### config.mk
export PLATFORM = sky130hd
export DESIGN_NAME = brd_csr_top
export DESIGN_NICKNAME = d
export VERILOG_FILES = /design/src/rtl/brd_csr_pkg.sv /design/src/rtl/brd_ctl_reg.sv /design/src/rtl/brd_par_capture.sv /design/src/rtl/brd_csr_top.sv
export SDC_FILE = /design/constraint.sdc
export NUM_CORES = 1
export LEC_CHECK = 0
export BUFFER_PORTS_ARGS = -buffer_cell sky130_fd_sc_hd__buf_2
export CAP_MARGIN = 10
export CORE_MARGIN = 2
export CORE_UTILIZATION = 30
export CTS_CLUSTER_DIAMETER = 200
export DETAILED_ROUTE_END_ITERATION = 12
export PLACE_DENSITY_LB_ADDON = 0.05
export SYNTH_ARGS = -nofsm -noshare
export SYNTH_HDL_FRONTEND = slang
export SYNTH_SLANG_ARGS = --single-unit
### constraint.sdc
create_clock -name clk -period 1.5 [get_ports clk]
set_input_delay 0.225 -clock clk [delete_from_list [all_inputs] [get_ports clk]]
set_output_delay 0.225 -clock clk [all_outputs]
set_load 0.005 [all_outputs]
### src/rtl/brd_csr_pkg.sv
package brd_csr_pkg;

    localparam int REG_W  = 16;
    localparam int ADDR_W = 20;
    localparam int LO_W   = 16;
    localparam int HI_W   = ADDR_W - LO_W;

    // status bit positions
    localparam int B_RST   = 15;
    localparam int B_AIR   = 14;
    localparam int B_ATTN  = 13;
    localparam int B_IEN   = 12;
    localparam int B_PIEN  = 11;
    localparam int B_PFLAG = 9;
    localparam int B_IFLAG = 8;
    localparam int B_XMEM  = 5;
    localparam int B_R256  = 4;

    // parity control bit positions
    localparam int B_ACK   = 8;
    localparam int B_SRC   = 7;
    localparam int B_LANE  = 6;

    typedef enum logic [1:0] {
        SEL_STATUS = 2'd0,
        SEL_PCTL   = 2'd1,
        SEL_PADDR  = 2'd2,
        SEL_NONE   = 2'd3
    } reg_sel_e;

    typedef struct packed {
        logic              board_rst;
        logic              on_air;
        logic              ien;
        logic              pien;
        logic              xmem;
        logic              ram256;
        logic [HI_W-1:0]   page_hi;
    } ctl_t;

    typedef struct packed {
        logic [ADDR_W-1:0] addr;
        logic              src;
        logic              lane;
    } par_rec_t;

    localparam ctl_t CTL_RESET = '{board_rst: 1'b1, default: '0};

    function automatic ctl_t decode_ctl(input logic [REG_W-1:0] w);
        ctl_t c;
        c.board_rst = w[B_RST];
        c.on_air    = w[B_AIR];
        c.ien       = w[B_IEN];
        c.pien      = w[B_PIEN];
        c.xmem      = w[B_XMEM];
        c.ram256    = w[B_R256];
        c.page_hi   = w[HI_W-1:0];
        return c;
    endfunction

endpackage

### src/rtl/brd_ctl_reg.sv
module brd_ctl_reg
    import brd_csr_pkg::*;
(
    input  logic             clk,
    input  logic             rst,
    input  logic             wr_status,
    input  logic [REG_W-1:0] wdata,
    input  logic             irq_pulse,
    output ctl_t             ctl,
    output logic             attn,
    output logic             int_flag
);

    always_ff @(posedge clk) begin
        if (rst) begin
            ctl      <= CTL_RESET;
            attn     <= 1'b0;
            int_flag <= 1'b0;
        end else begin
            attn <= wr_status && wdata[B_ATTN];
            if (wr_status)
                ctl <= decode_ctl(wdata);
            if (irq_pulse)
                int_flag <= 1'b1;
            else if (wr_status && wdata[B_IFLAG])
                int_flag <= 1'b0;
        end
    end

    AST_ATTN_FROM_WRITE: assert property (@(posedge clk) disable iff (rst)
        attn |-> $past(wr_status && wdata[B_ATTN]));

    AST_IFLAG_SET_WINS: assert property (@(posedge clk) disable iff (rst)
        irq_pulse |=> int_flag);

endmodule

### src/rtl/brd_par_capture.sv
module brd_par_capture
    import brd_csr_pkg::*;
(
    input  logic     clk,
    input  logic     rst,
    input  logic     evt,
    input  par_rec_t evt_rec,
    input  logic     ack,
    output logic     flag,
    output par_rec_t rec
);

    logic take;
    assign take = evt && (!flag || ack);

    always_ff @(posedge clk) begin
        if (rst) begin
            flag <= 1'b0;
            rec  <= '0;
        end else if (take) begin
            flag <= 1'b1;
            rec  <= evt_rec;
        end else if (ack) begin
            flag <= 1'b0;
        end
    end

    AST_PAR_EVENT_FLAGS: assert property (@(posedge clk) disable iff (rst)
        evt |=> flag);

    AST_PAR_RECORD_HELD: assert property (@(posedge clk) disable iff (rst)
        (flag && !ack) |=> (flag && $stable(rec)));

    AST_PAR_ACK_CLEARS: assert property (@(posedge clk) disable iff (rst)
        (ack && !evt) |=> !flag);

endmodule

### src/rtl/brd_csr_top.sv
module brd_csr_top
    import brd_csr_pkg::*;
(
    input  logic              clk,
    input  logic              rst,
    input  logic              reg_wr,
    input  logic [1:0]        reg_sel,
    input  logic [REG_W-1:0]  reg_wdata,
    output logic [REG_W-1:0]  reg_rdata,
    input  logic              ctrl_irq,
    input  logic              par_err,
    input  logic [ADDR_W-1:0] par_addr,
    input  logic              par_src,
    input  logic              par_lane,
    output logic              brd_reset,
    output logic              on_air,
    output logic              attn,
    output logic              xmem_en,
    output logic              ram256k,
    output logic [HI_W-1:0]   page_hi,
    output logic              irq_req
);

    reg_sel_e sel;
    ctl_t     ctl;
    par_rec_t rec;
    par_rec_t evt_rec;
    logic     int_flag, par_flag;
    logic     wr_status, wr_pctl;

    assign sel       = reg_sel_e'(reg_sel);
    assign wr_status = reg_wr && (sel == SEL_STATUS);
    assign wr_pctl   = reg_wr && (sel == SEL_PCTL);
    assign evt_rec   = '{addr: par_addr, src: par_src, lane: par_lane};

    brd_ctl_reg u_ctl (
        .clk       (clk),
        .rst       (rst),
        .wr_status (wr_status),
        .wdata     (reg_wdata),
        .irq_pulse (ctrl_irq),
        .ctl       (ctl),
        .attn      (attn),
        .int_flag  (int_flag)
    );

    brd_par_capture u_par (
        .clk     (clk),
        .rst     (rst),
        .evt     (par_err),
        .evt_rec (evt_rec),
        .ack     (wr_pctl && reg_wdata[B_ACK]),
        .flag    (par_flag),
        .rec     (rec)
    );

    assign brd_reset = ctl.board_rst;
    assign on_air    = ctl.on_air;
    assign xmem_en   = ctl.xmem;
    assign ram256k   = ctl.ram256;
    assign page_hi   = ctl.page_hi;
    assign irq_req   = (int_flag && ctl.ien) || (par_flag && ctl.pien);

    always_comb begin
        reg_rdata = '0;
        unique case (sel)
            SEL_STATUS: begin
                reg_rdata[B_RST]    = ctl.board_rst;
                reg_rdata[B_AIR]    = ctl.on_air;
                reg_rdata[B_IEN]    = ctl.ien;
                reg_rdata[B_PIEN]   = ctl.pien;
                reg_rdata[B_PFLAG]  = par_flag;
                reg_rdata[B_IFLAG]  = int_flag;
                reg_rdata[B_XMEM]   = ctl.xmem;
                reg_rdata[B_R256]   = ctl.ram256;
                reg_rdata[HI_W-1:0] = ctl.page_hi;
            end
            SEL_PCTL: begin
                reg_rdata[B_SRC]    = rec.src;
                reg_rdata[B_LANE]   = rec.lane;
                reg_rdata[HI_W-1:0] = rec.addr[ADDR_W-1:LO_W];
            end
            SEL_PADDR: reg_rdata = rec.addr[LO_W-1:0];
            SEL_NONE:  reg_rdata = '0;
        endcase
    end

    AST_IRQ_QUIET_WHEN_MASKED: assert property (@(posedge clk) disable iff (rst)
        (!ctl.ien && !ctl.pien) |-> !irq_req);

    AST_STATUS_WRITE_KEEPS_PFLAG: assert property (@(posedge clk) disable iff (rst)
        (wr_status && !par_err) |=> (par_flag == $past(par_flag)));

endmodule

==> key figures <==
Timing
  • Max Slew Vio Count: 0
  • Fin. Hold Viols: 0
  • Final Cycle Share: 94.2%
  • Final Setup Violations: 0
  • Max-slew headroom: 73.9%
  • Tightest Pin Transition: 391 ps
  • Final worst path period need: approximately 1400 ps
  • Max Fclk: around 710 MHz
  • Final TNS setup: 0 ps
  • Setup ws final: around 87 ps
  • Final setup skew: 1.26 ps
  • Worst hold margin: 153 ps
  • RSZ-0062 raised after global routing: false

Logic synthesis
  • Synthesized area per cell: 9.10 um2
  • Sequential share of the synthesized area: between 40% and 50%
  • Cell variety after synth: 22
  • Ys flop type: dfxtp_1
  • Synthesized instance count: 191
  • Yosys top cell area share: 40.3%
  • Async S/R FF share, synth: 0%
  • Synth warn: 0
  • Most common cell in the netlist: nand2b_1
  • Cell Area, Synth: 1740 um2
  • Top cells by area, synth: dfxtp_1 (40%), nand2b_1 (16%), mux2i_1 (13%)
  • Largest area contributor in the netlist: dfxtp_1
  • Syn Nets: 240
  • Post-synth top cells: nand2b_1 (44), dfxtp_1 (35), nand2_1 (25)
  • FF+latch count, synth: 35
  • EDFF count, synth: 0

Detailed routing
  • Via Count: 1462
  • Wire length per cell: ~12 um
  • Via/cell ratio: 4.44
  • DRT Pass-1 Iters: 4
  • WL final: ~4100 um
  • Iter 0 DRT Violations: 28
  • Residual DRC count: 0
  • Post-route ant nets: 0

Die
  • DIE WIDTH: around 80 um
  • DIE AREA: 6420 um2
  • Row count: 27
  • Initial core utilization: roughly a third
  • IO Count: 71
  • Placeable Area: 5540 um2
  • Die height: 80.1 um

CTS
  • Root Buffer: clkbuf_8
  • # hold bufs at CTS: 0
  • H-tree levels: 2
  • Clk pin slew, worst setup/hold paths: 70 ps
  • Clock latency at the later pin of the worst-skew pair: 290 ps
  • CTS sink count: 35
  • CTS tree: yes
  • Clock Path Buffers: 2
  • CTS Buf Count: 5

Global route
  • First-pass GRT wire length: 6470 um
  • Total GRT Usage: a little over an eighth
  • Number of global-route vias before repair: 1345
  • Largest net degree at the start of global routing: 58
  • Initial antenna violation count: 0
  • GR Overflow Total: 0

Place
  • Placer Congestion: 0.721
  • Placed Cells: 321
  • Hpwl dp: 2940 um
  • Buffers on Ports: 66
  • Post-place setup slack: -102 ps
  • Placed Area: 2150 um2

Worst hold path
  • Hold Crit Class: primary input to flop

Power and ir drop
  • Leak pwr: roughly 1.0 nW
  • Peak supply drop: around 330 uV
  • PwrDens: about 920 nW/um2

Setup path
  • Critical Path End Type: primary output
  • Worst path buffer plus inverter count: 4
  • Worst path arrival time: roughly 1200 ps
  • Worst setup SP type: primary input
  • CP max stage delay: 210 ps
  • CP top delay family: buffers and inverters
  • R2R setup slack: 490 ps
  • Crit path top cell by count: buf_2
  • WP data required: 1270 ps
  • CP max-delay cell: ha_1
  • CP Max Fanout: 4
  • CP Cell Sequence: buf_2 > inv_1 > ha_1 > buf_4 > a22oi_1 > o21ai_0 > buf_2
  • CP Class: primary input to primary output

Finish
  • Ant. Diodes: 0
  • Footprint of the multi-input gates: roughly 930 um2
  • Sequential cell area: 701 um2
  • Final Instance Count excl. Fillers: approximately 330
  • Layout cells sized above 1: 33.1%
  • Final layout net count: just over 300
  • Fill cell count: between 600 and 700
  • Final Cell Area: roughly 2200 um2
  • Layout Area Growth over Synthesis: 29.4%

Outcome
  • Status: completed

Job
  • Max_cap viols: 0
stage by stage:
step	power [mW]	utilization (%)
2_1_floorplan	1.21	-
3_3_place_gp	1.34	38.8
3_5_place_dp	1.34	38.8
4_1_cts	2.12	40.6
5_1_grt	2.19	40.6
6_report	2.07	40.6
path summary, 6_finish.rpt:
path / from / to / cells after the start
setup / recovery: reg_sel[0] / reg_rdata[3] / 7
hold reg to reg: u_par.rec[5]$_SDFFE_PP0P_ / u_par.rec[5]$_SDFFE_PP0P_ / 2
setup reg to reg: u_par.flag$_SDFFE_PP0P_ / u_par.rec[10]$_SDFFE_PP0P_ / 3
hold / removal: reg_wdata[15] / u_ctl.ctl[9]$_SDFFE_PP1P_ / 3
metal layers:
metal / global-route usage, % / vias to the layer above / share of wire (%)
met1: 17.4 / 649 / 50
met5: 0 / - / 0
met2: 20.2 / 43 / 42
met4: 4.58 / 0 / 1.4
met3: 4.49 / 7 / 6.6
li1: - / 763 / -
final cells by class:
| class | instances | area share, % |
|---|---|---|
| clock buffer | 8 | 4.45 |
| inverter | 2 | 0.334 |
| multi-input combinational | 137 | 41.3 |
| sequential | 35 | 31.1 |
| tap | 72 | 4.00 |
| timing repair buffer | 75 | 18.8 |
cells by family after synthesis:
| kind of cell | share of synthesized area [%] |
|---|---|
| flip-flops | 40.3 |
| AND/OR/NAND/NOR | 25.2 |
| AO/OA/AOI/OAI | 12.5 |
| multiplexers | 12.7 |
| buffers and inverters | 6.41 |
| adder cells (fa/ha/maj) | 2.88 |
layout by cell type (no fill, tap or decap):
cell type and count:
clkbuf_8 7, nand3_2 1, nor2b_1 2, and2_1 3, dfxtp_1 35, nor2_1 2
o21ai_0 4, nand3_1 1, buf_2 66, buf_12 2, nand2_1 25, buf_4 7
a22o_1 9, inv_1 2, nor3b_1 1, clkbuf_1 1, a21boi_4 1, nand3b_1 1
ha_2 1, nand2b_1 44, mux2i_1 22, a22oi_1 6, a21oi_1 11, ha_1 3
worst min-delay path: cells and delay by family:
family	cells	cell delay, ps
buffers and inverters	1	70
AND/OR/NAND/NOR	2	110
power by group:
group,internal [mW],switching (mW)
Combinational,0.166,0.136
Clock,0.419,0.339
Sequential,0.982,0.0323
state kept, by name, indices dropped and copies added (netlist names):
name / cells
u_par.rec: 22
u_ctl.ctl: 10
u_par.flag: 1
u_ctl.int_flag: 1
u_ctl.attn: 1
what timing repair did:
action                                  CTS  global route
resized for setup                         0             1
endpoints found under the setup margin    0             6
buffers inserted                          0             0
Note: power is estimated with default switching activity, not from simulation.
